===== config.mk =====
export PLATFORM = sky130hd
export DESIGN_NAME = bilin_digitizer
export DESIGN_NICKNAME = d
export VERILOG_FILES = /design/src/rtl/bdig_pkg.sv /design/src/rtl/bdig_mode_latch.sv /design/src/rtl/bdig_prescaler.sv /design/src/rtl/bdig_code_ctr.sv /design/src/rtl/bilin_digitizer.sv
export SDC_FILE = /design/constraint.sdc
export NUM_CORES = 1
export LEC_CHECK = 0
export BUFFER_PORTS_ARGS = -buffer_cell sky130_fd_sc_hd__buf_4
export CORE_UTILIZATION = 53
export DETAILED_ROUTE_END_ITERATION = 10
export HOLD_SLACK_MARGIN = 0.03
export PLACE_DENSITY_LB_ADDON = 0.05
export SLEW_MARGIN = 0
export SYNTH_ARGS = -nofsm -noshare
export SYNTH_HDL_FRONTEND = slang
export SYNTH_SLANG_ARGS = --single-unit
export TNS_END_PERCENT = 50

===== constraint.sdc =====
create_clock -name clk -period 2.5 [get_ports clk]
set_input_delay 0.75 -clock clk [delete_from_list [all_inputs] [get_ports clk]]
set_output_delay 0.75 -clock clk [all_outputs]
set_load 0.03 [all_outputs]

===== src/rtl/bdig_pkg.sv =====
package bdig_pkg;

   // conversion sequencing
   typedef enum logic [1:0] {
      ST_IDLE   = 2'd0,
      ST_ARMED  = 2'd1,
      ST_DONE   = 2'd2
   } seq_state_t;

   // mode select encodings
   localparam int unsigned MODE_FINE     = 0;
   localparam int unsigned MODE_COARSE   = 1;
   localparam int unsigned MODE_BILIN_LO = 2;
   localparam int unsigned MODE_BILIN_MD = 3;
   localparam int unsigned MODE_BILIN_HI = 4;
   localparam int unsigned NUM_BILIN     = 3;

endpackage


===== src/rtl/bdig_mode_latch.sv =====
module bdig_mode_latch
   import bdig_pkg::*;
#(
   parameter int unsigned MODE_W = 3,
   parameter int unsigned CODE_W = 8,
   parameter int unsigned BP_LO  = 32,
   parameter int unsigned BP_MD  = 64,
   parameter int unsigned BP_HI  = 128,
   localparam int unsigned BP_W  = CODE_W + 1
) (
   input  logic              clk,
   input  logic              rst_n,
   input  logic              load,
   input  logic [MODE_W-1:0] mode,
   output logic [BP_W-1:0]   bp_q
);

   localparam logic [BP_W-1:0] BP_FINE   = BP_W'(1) << CODE_W;
   localparam logic [BP_W-1:0] BP_COARSE = '0;

   logic [NUM_BILIN-1:0]  hit;
   logic [BP_W-1:0]       hit_bp [NUM_BILIN];
   logic [BP_W-1:0]       bp_d;

   // one comparator per bilinear setting
   for (genvar g = 0; g < NUM_BILIN; g++) begin : g_bilin
      localparam int unsigned THIS_BP   = (g == 0) ? BP_LO : (g == 1) ? BP_MD : BP_HI;
      localparam int unsigned THIS_MODE = MODE_BILIN_LO + g;
      assign hit[g]    = (mode == MODE_W'(THIS_MODE));
      assign hit_bp[g] = hit[g] ? BP_W'(THIS_BP) : '0;
   end

   always_comb begin
      bp_d = '0;
      for (int i = 0; i < NUM_BILIN; i++) bp_d = bp_d | hit_bp[i];
      if (mode == MODE_W'(MODE_COARSE))
         bp_d = BP_COARSE;
      else if (hit == '0)
         bp_d = BP_FINE;          // fine linear and every undefined code
   end

   always_ff @(posedge clk or negedge rst_n) begin
      if (!rst_n)
         bp_q <= BP_FINE;
      else if (load)
         bp_q <= bp_d;
   end

   AST_BP_HELD: assert property (@(posedge clk) disable iff (!rst_n)
      !load |=> $stable(bp_q));

   AST_BP_LEGAL: assert property (@(posedge clk) disable iff (!rst_n)
      $past(load) |-> (bp_q == BP_FINE || bp_q == BP_COARSE || bp_q == BP_W'(BP_LO)
                      || bp_q == BP_W'(BP_MD) || bp_q == BP_W'(BP_HI)));

endmodule


===== src/rtl/bdig_prescaler.sv =====
module bdig_prescaler #(
   parameter int unsigned PRESC_W = 2
) (
   input  logic clk,
   input  logic rst_n,
   input  logic clr,
   input  logic en,
   output logic tick
);

   logic [PRESC_W-1:0] cnt_q;

   assign tick = en && (cnt_q == '1);

   always_ff @(posedge clk or negedge rst_n) begin
      if (!rst_n)
         cnt_q <= '0;
      else if (clr)
         cnt_q <= '0;
      else if (en)
         cnt_q <= cnt_q + 1'b1;
   end

   AST_PRESC_HOLD: assert property (@(posedge clk) disable iff (!rst_n)
      (!en && !clr) |=> $stable(cnt_q));

   AST_PRESC_CLR: assert property (@(posedge clk) disable iff (!rst_n)
      clr |=> (cnt_q == '0));

endmodule


===== src/rtl/bdig_code_ctr.sv =====
module bdig_code_ctr #(
   parameter int unsigned CODE_W = 8
) (
   input  logic              clk,
   input  logic              rst_n,
   input  logic              clr,
   input  logic              inc,
   output logic [CODE_W-1:0] code_q,
   output logic              sat
);

   assign sat = (code_q == '1);

   always_ff @(posedge clk or negedge rst_n) begin
      if (!rst_n)
         code_q <= '0;
      else if (clr)
         code_q <= '0;
      else if (inc && !sat)
         code_q <= code_q + 1'b1;
   end

   AST_CODE_NO_WRAP: assert property (@(posedge clk) disable iff (!rst_n)
      (sat && !clr) |=> (code_q == '1));

   AST_CODE_STEP: assert property (@(posedge clk) disable iff (!rst_n)
      !clr |=> (code_q == $past(code_q) || code_q == $past(code_q) + 1'b1));

endmodule


===== src/rtl/bilin_digitizer.sv =====
module bilin_digitizer
   import bdig_pkg::*;
#(
   parameter int unsigned CODE_W  = 8,
   parameter int unsigned MODE_W  = 3,
   parameter int unsigned PRESC_W = 2,
   parameter int unsigned BP_LO   = 32,
   parameter int unsigned BP_MD   = 64,
   parameter int unsigned BP_HI   = 128
) (
   input  logic              clk,
   input  logic              rst_n,
   input  logic              start_i,
   input  logic              pulse_i,
   input  logic              eoc_i,
   input  logic [MODE_W-1:0] mode_i,
   output logic [CODE_W-1:0] code_o,
   output logic              done_o,
   output logic              ovf_o
);

   localparam int unsigned BP_W     = CODE_W + 1;
   localparam int unsigned CODE_MAX = (1 << CODE_W) - 1;

   // elaboration-time parameter checks
   if (CODE_W < 2 || CODE_W > 16) begin : g_bad_code_w
      $error("CODE_W out of range");
   end
   if (MODE_W < 3) begin : g_bad_mode_w
      $error("MODE_W must hold five modes");
   end
   if (PRESC_W < 1) begin : g_bad_presc
      $error("PRESC_W must be at least 1");
   end
   if (!(BP_LO > 0 && BP_LO < BP_MD && BP_MD < BP_HI && BP_HI < CODE_MAX)) begin : g_bad_bp
      $error("breakpoints must be strictly increasing inside the code range");
   end

   seq_state_t          st_q;
   logic [BP_W-1:0]     bp_q;
   logic [CODE_W-1:0]   code_q;
   logic                sat;
   logic                coarse;
   logic                step;
   logic                tick;
   logic                inc;

   // sequencing: start wins over everything, eoc only ends an armed run
   always_ff @(posedge clk or negedge rst_n) begin
      if (!rst_n)
         st_q <= ST_IDLE;
      else if (start_i)
         st_q <= ST_ARMED;
      else if (st_q == ST_ARMED && eoc_i)
         st_q <= ST_DONE;
   end

   bdig_mode_latch #(
      .MODE_W (MODE_W),
      .CODE_W (CODE_W),
      .BP_LO  (BP_LO),
      .BP_MD  (BP_MD),
      .BP_HI  (BP_HI)
   ) u_mode (
      .clk   (clk),
      .rst_n (rst_n),
      .load  (start_i),
      .mode  (mode_i),
      .bp_q  (bp_q)
   );

   assign coarse = ({1'b0, code_q} >= bp_q);
   assign step   = (st_q == ST_ARMED) && pulse_i && !start_i && !sat;
   assign inc    = step && (coarse ? tick : 1'b1);

   bdig_prescaler #(
      .PRESC_W (PRESC_W)
   ) u_presc (
      .clk   (clk),
      .rst_n (rst_n),
      .clr   (start_i),
      .en    (step && coarse),
      .tick  (tick)
   );

   bdig_code_ctr #(
      .CODE_W (CODE_W)
   ) u_code (
      .clk    (clk),
      .rst_n  (rst_n),
      .clr    (start_i),
      .inc    (inc),
      .code_q (code_q),
      .sat    (sat)
   );

   assign code_o = code_q;
   assign done_o = (st_q == ST_DONE);
   assign ovf_o  = sat;

   AST_START_CLEARS: assert property (@(posedge clk) disable iff (!rst_n)
      start_i |=> (code_o == '0 && !done_o));

   AST_DONE_AFTER_EOC: assert property (@(posedge clk) disable iff (!rst_n)
      (st_q == ST_ARMED && eoc_i && !start_i) |=> done_o);

   AST_IDLE_HOLD: assert property (@(posedge clk) disable iff (!rst_n)
      (st_q != ST_ARMED && !start_i) |=> ($stable(code_o) && $stable(done_o)));

   AST_FINE_STEP: assert property (@(posedge clk) disable iff (!rst_n)
      (st_q == ST_ARMED && pulse_i && !start_i && !coarse && !sat)
         |=> (code_o == $past(code_o) + 1'b1));

endmodule


==> results_dict.tcl <==
set metrics [dict create \
    dpl_cell_area_um2 1070 \
    ys_warn_count 0 \
    synth-main-ff-cell "dfrtp_1" \
    design_area_um2 1100 \
    cts_tree "built" \
    worstMarginPinSlew_ns 0.910 \
    finalWirelength_mm 1.89 \
    swShare 0.263 \
    ctsLongestPathBuffers 2 \
    die_h_um 44.2 \
    synth_top_cell_area_share 0.398 \
    final_util 0.700 \
    die_area_um2 1950 \
    end_kind "flop" \
    drive_above_1_share 0.233 \
    synth.distinct_cells 31 \
    slew_headroom 0.389 \
    grt_util_met1 0.289 \
    synth_edf_count 0 \
    hold_viol_final 0 \
    dr.pass1.iters 6 \
    grtUsageMet2 0.374 \
    synthArstFlopShare 1.00 \
    reg2reg_to "u_code.code_q[0]" \
    power.density_nw_per_um2 481 \
    skew_ns 0.00204 \
    clk_pin_slew_worst_paths_ns 0.09 \
    synth_area_per_cell_um2 9.61 \
    intPower_w 0.000392 \
    final_cell_mix "buf_4 (18), dfrtp_1 (15), inv_1 (10), nand3_1 (8), a21oi_1 (8)" \
    synth_area_um2 942 \
    setup_viol 0 \
    coreArea_um2 1580 \
    fin_crit_sh 0.881 \
    cts_setup_buffers 0 \
    dp_cells 128 \
    fmax_ghz 0.454 \
    path_class "reg2reg" \
    insertedDiodeCount 0 \
    yosys.area.top_type "dfrtp_1" \
    drt_iter0_drc 20 \
    seq_area_frac_synth 0.426 \
    wl_per_cell_um 14.3 \
    grt_max_degree 17 \
    met3_usage 0.0286 \
    cts_sinks 16 \
    dpl.hpwl_mm 1.38 \
    path_max_fanout 13 \
    synthCells 98 \
    ys_seq_elements 16 \
    finalSetupTns_ns 0 \
    clock_power_share 0.321 \
    worstHoldPathType "in2async" \
    drv_slew 0 \
    stdcell_count 132 \
    critPathLaunchType "flop" \
    rows 14 \
    grt_overflow 0 \
    synthToLayoutAreaGrowth_pct 17.1 \
    grt-busiest-layer "met2" \
    synth_area_leaders "dfrtp_1 (40%), ha_1 (8.0%), a21oi_1 (4.2%)" \
    power_leakage_nw 0.501 \
    grt_antenna_before_repair 0 \
    period_needed_ns 2.20 \
    ant_nets 0 \
    cts_buffers 3 \
    synth_nets 112 \
    drc 0 \
    status "finished, final reports clean" \
    arrival_ns 2.42 \
    p_sw_w 0.000139 \
    reg2reg_from "u_code.code_q[5]" \
    cts_resized 0 \
    postCtsHoldBufs 0 \
    htreeDepth 1 \
    io_buffers 17 \
    root_buffer "clkbuf_4" \
    peakVddDrop_v 0.000376 \
    p_seq_frac 0.523 \
    layout_commonest_cell "buf_4" \
    vias_per_cell 6.23 \
    vias 822 \
    track_usage 0.228 \
    die_w_um 44.2 \
    gp_congestion 0.728 \
    p_comb_frac 0.156 \
    worstSkewPairLatency_ns 0.29 \
    grt_pass1_vias 778 \
    final_net_count 131 \
    maxCapViolations 0 \
    reg2reg_slack_ns 0.30 \
    ios 18 \
    rsz0062_at_grt "no" \
    required_ns 2.72 \
    r2r_cells 7 \
    grt_pass1_wl_mm 3.25 \
    initial_core_util 0.598 \
]
==> synth_stat cells, types with 2 or more instances <==
master and count:
clkbuf_1 2, nor2b_1 2, nand3_1 8, inv_1 10, o311ai_0 2, dfrtp_1 15
o41ai_1 2, o21ai_1 2, or4_1 4, xnor2_1 2, nor2_1 7, buf_6 2
o21ai_0 4, ha_1 6, nand2_1 4, o31ai_1 4, a21oi_1 8
==> critical path: stages, from the launching register on <==
cell	delay, ns
dfrtp_1	0.43
inv_1	0.07
ha_1	0.27
and4b_1	0.24
a31oi_4	0.11
a211oi_2	0.63
o21ai_0	0.18
a21oi_1	0.19
==> registers in the layout, summed over array words and instances (netlist names) <==
signal	flops
st_q	2
u_code.code_q	8
u_mode.bp_q	4
u_presc.cnt_q	2
==> metrics by stage <==
step           worst slack [ns]  power [W]  hold WS, ns
3_5_place_dp              0.195   0.000365        0.483
4_1_cts                   0.301   0.000533        0.307
2_1_floorplan             0.384   0.000342        0.454
5_1_grt                  0.0991   0.000556        0.306
6_report                  0.296   0.000531        0.299
3_3_place_gp              0.256   0.000363        0.483
==> final cells by class <==
| cell class | instances | area, um^2 |
|---|---|---|
| clock buffers | 4 | 36.3 |
| fillers | 128 | 473 |
| inverters | 10 | 37.5 |
| multi-input cells | 68 | 473 |
| flip-flops and latches | 16 | 402 |
| well taps | 16 | 20.0 |
| repair buffers | 18 | 135 |
==> cell families (layout without fill, tap and decap cells) <==
logic type      count (synthesis)  count (layout)  synth area share
compound gates                 27              27             0.205
xor+xnor                        2               2            0.0186
simple gates                   32              32             0.189
fa+ha+maj                       6               6            0.0797
mux                             1               1            0.0106
buf+inv                        14              32            0.0717
flops                          16              16             0.426
==> layer usage <==
| layer | vias to the layer above | wire [um] |
|---|---|---|
| li1 | 396 | - |
| met1 | 402 | 869 |
| met2 | 21 | 932 |
| met3 | 3 | 66 |
| met4 | 0 | 17 |
| met5 | - | 0 |
==> power by group through the flow <==
stage	logic [W]	clock network (W)	registers, W
floorplan	0.0000589	0	0.000283
global placement	0.0000803	0	0.000282
detailed placement	0.0000829	0	0.000283
CTS	0.0000833	0.000172	0.000278
global route	0.0000924	0.000185	0.000279
finish	0.0000828	0.000171	0.000278
==> worst max-delay path by stage <==
stage,depth (start not counted),from,end,slack (ns)
floorplan,8,u_code.code_q[5],u_code.code_q[5],0.38
CTS,7,u_code.code_q[5],u_code.code_q[0],0.30
finish,7,u_code.code_q[5],u_code.code_q[0],0.30
detailed placement,6,start_i,u_presc.cnt_q[1],0.20
global route,7,u_code.code_q[5],u_code.code_q[0],0.1
global placement,6,start_i,u_presc.cnt_q[1],0.26
Note: power is estimated with default switching activity, not from simulation.
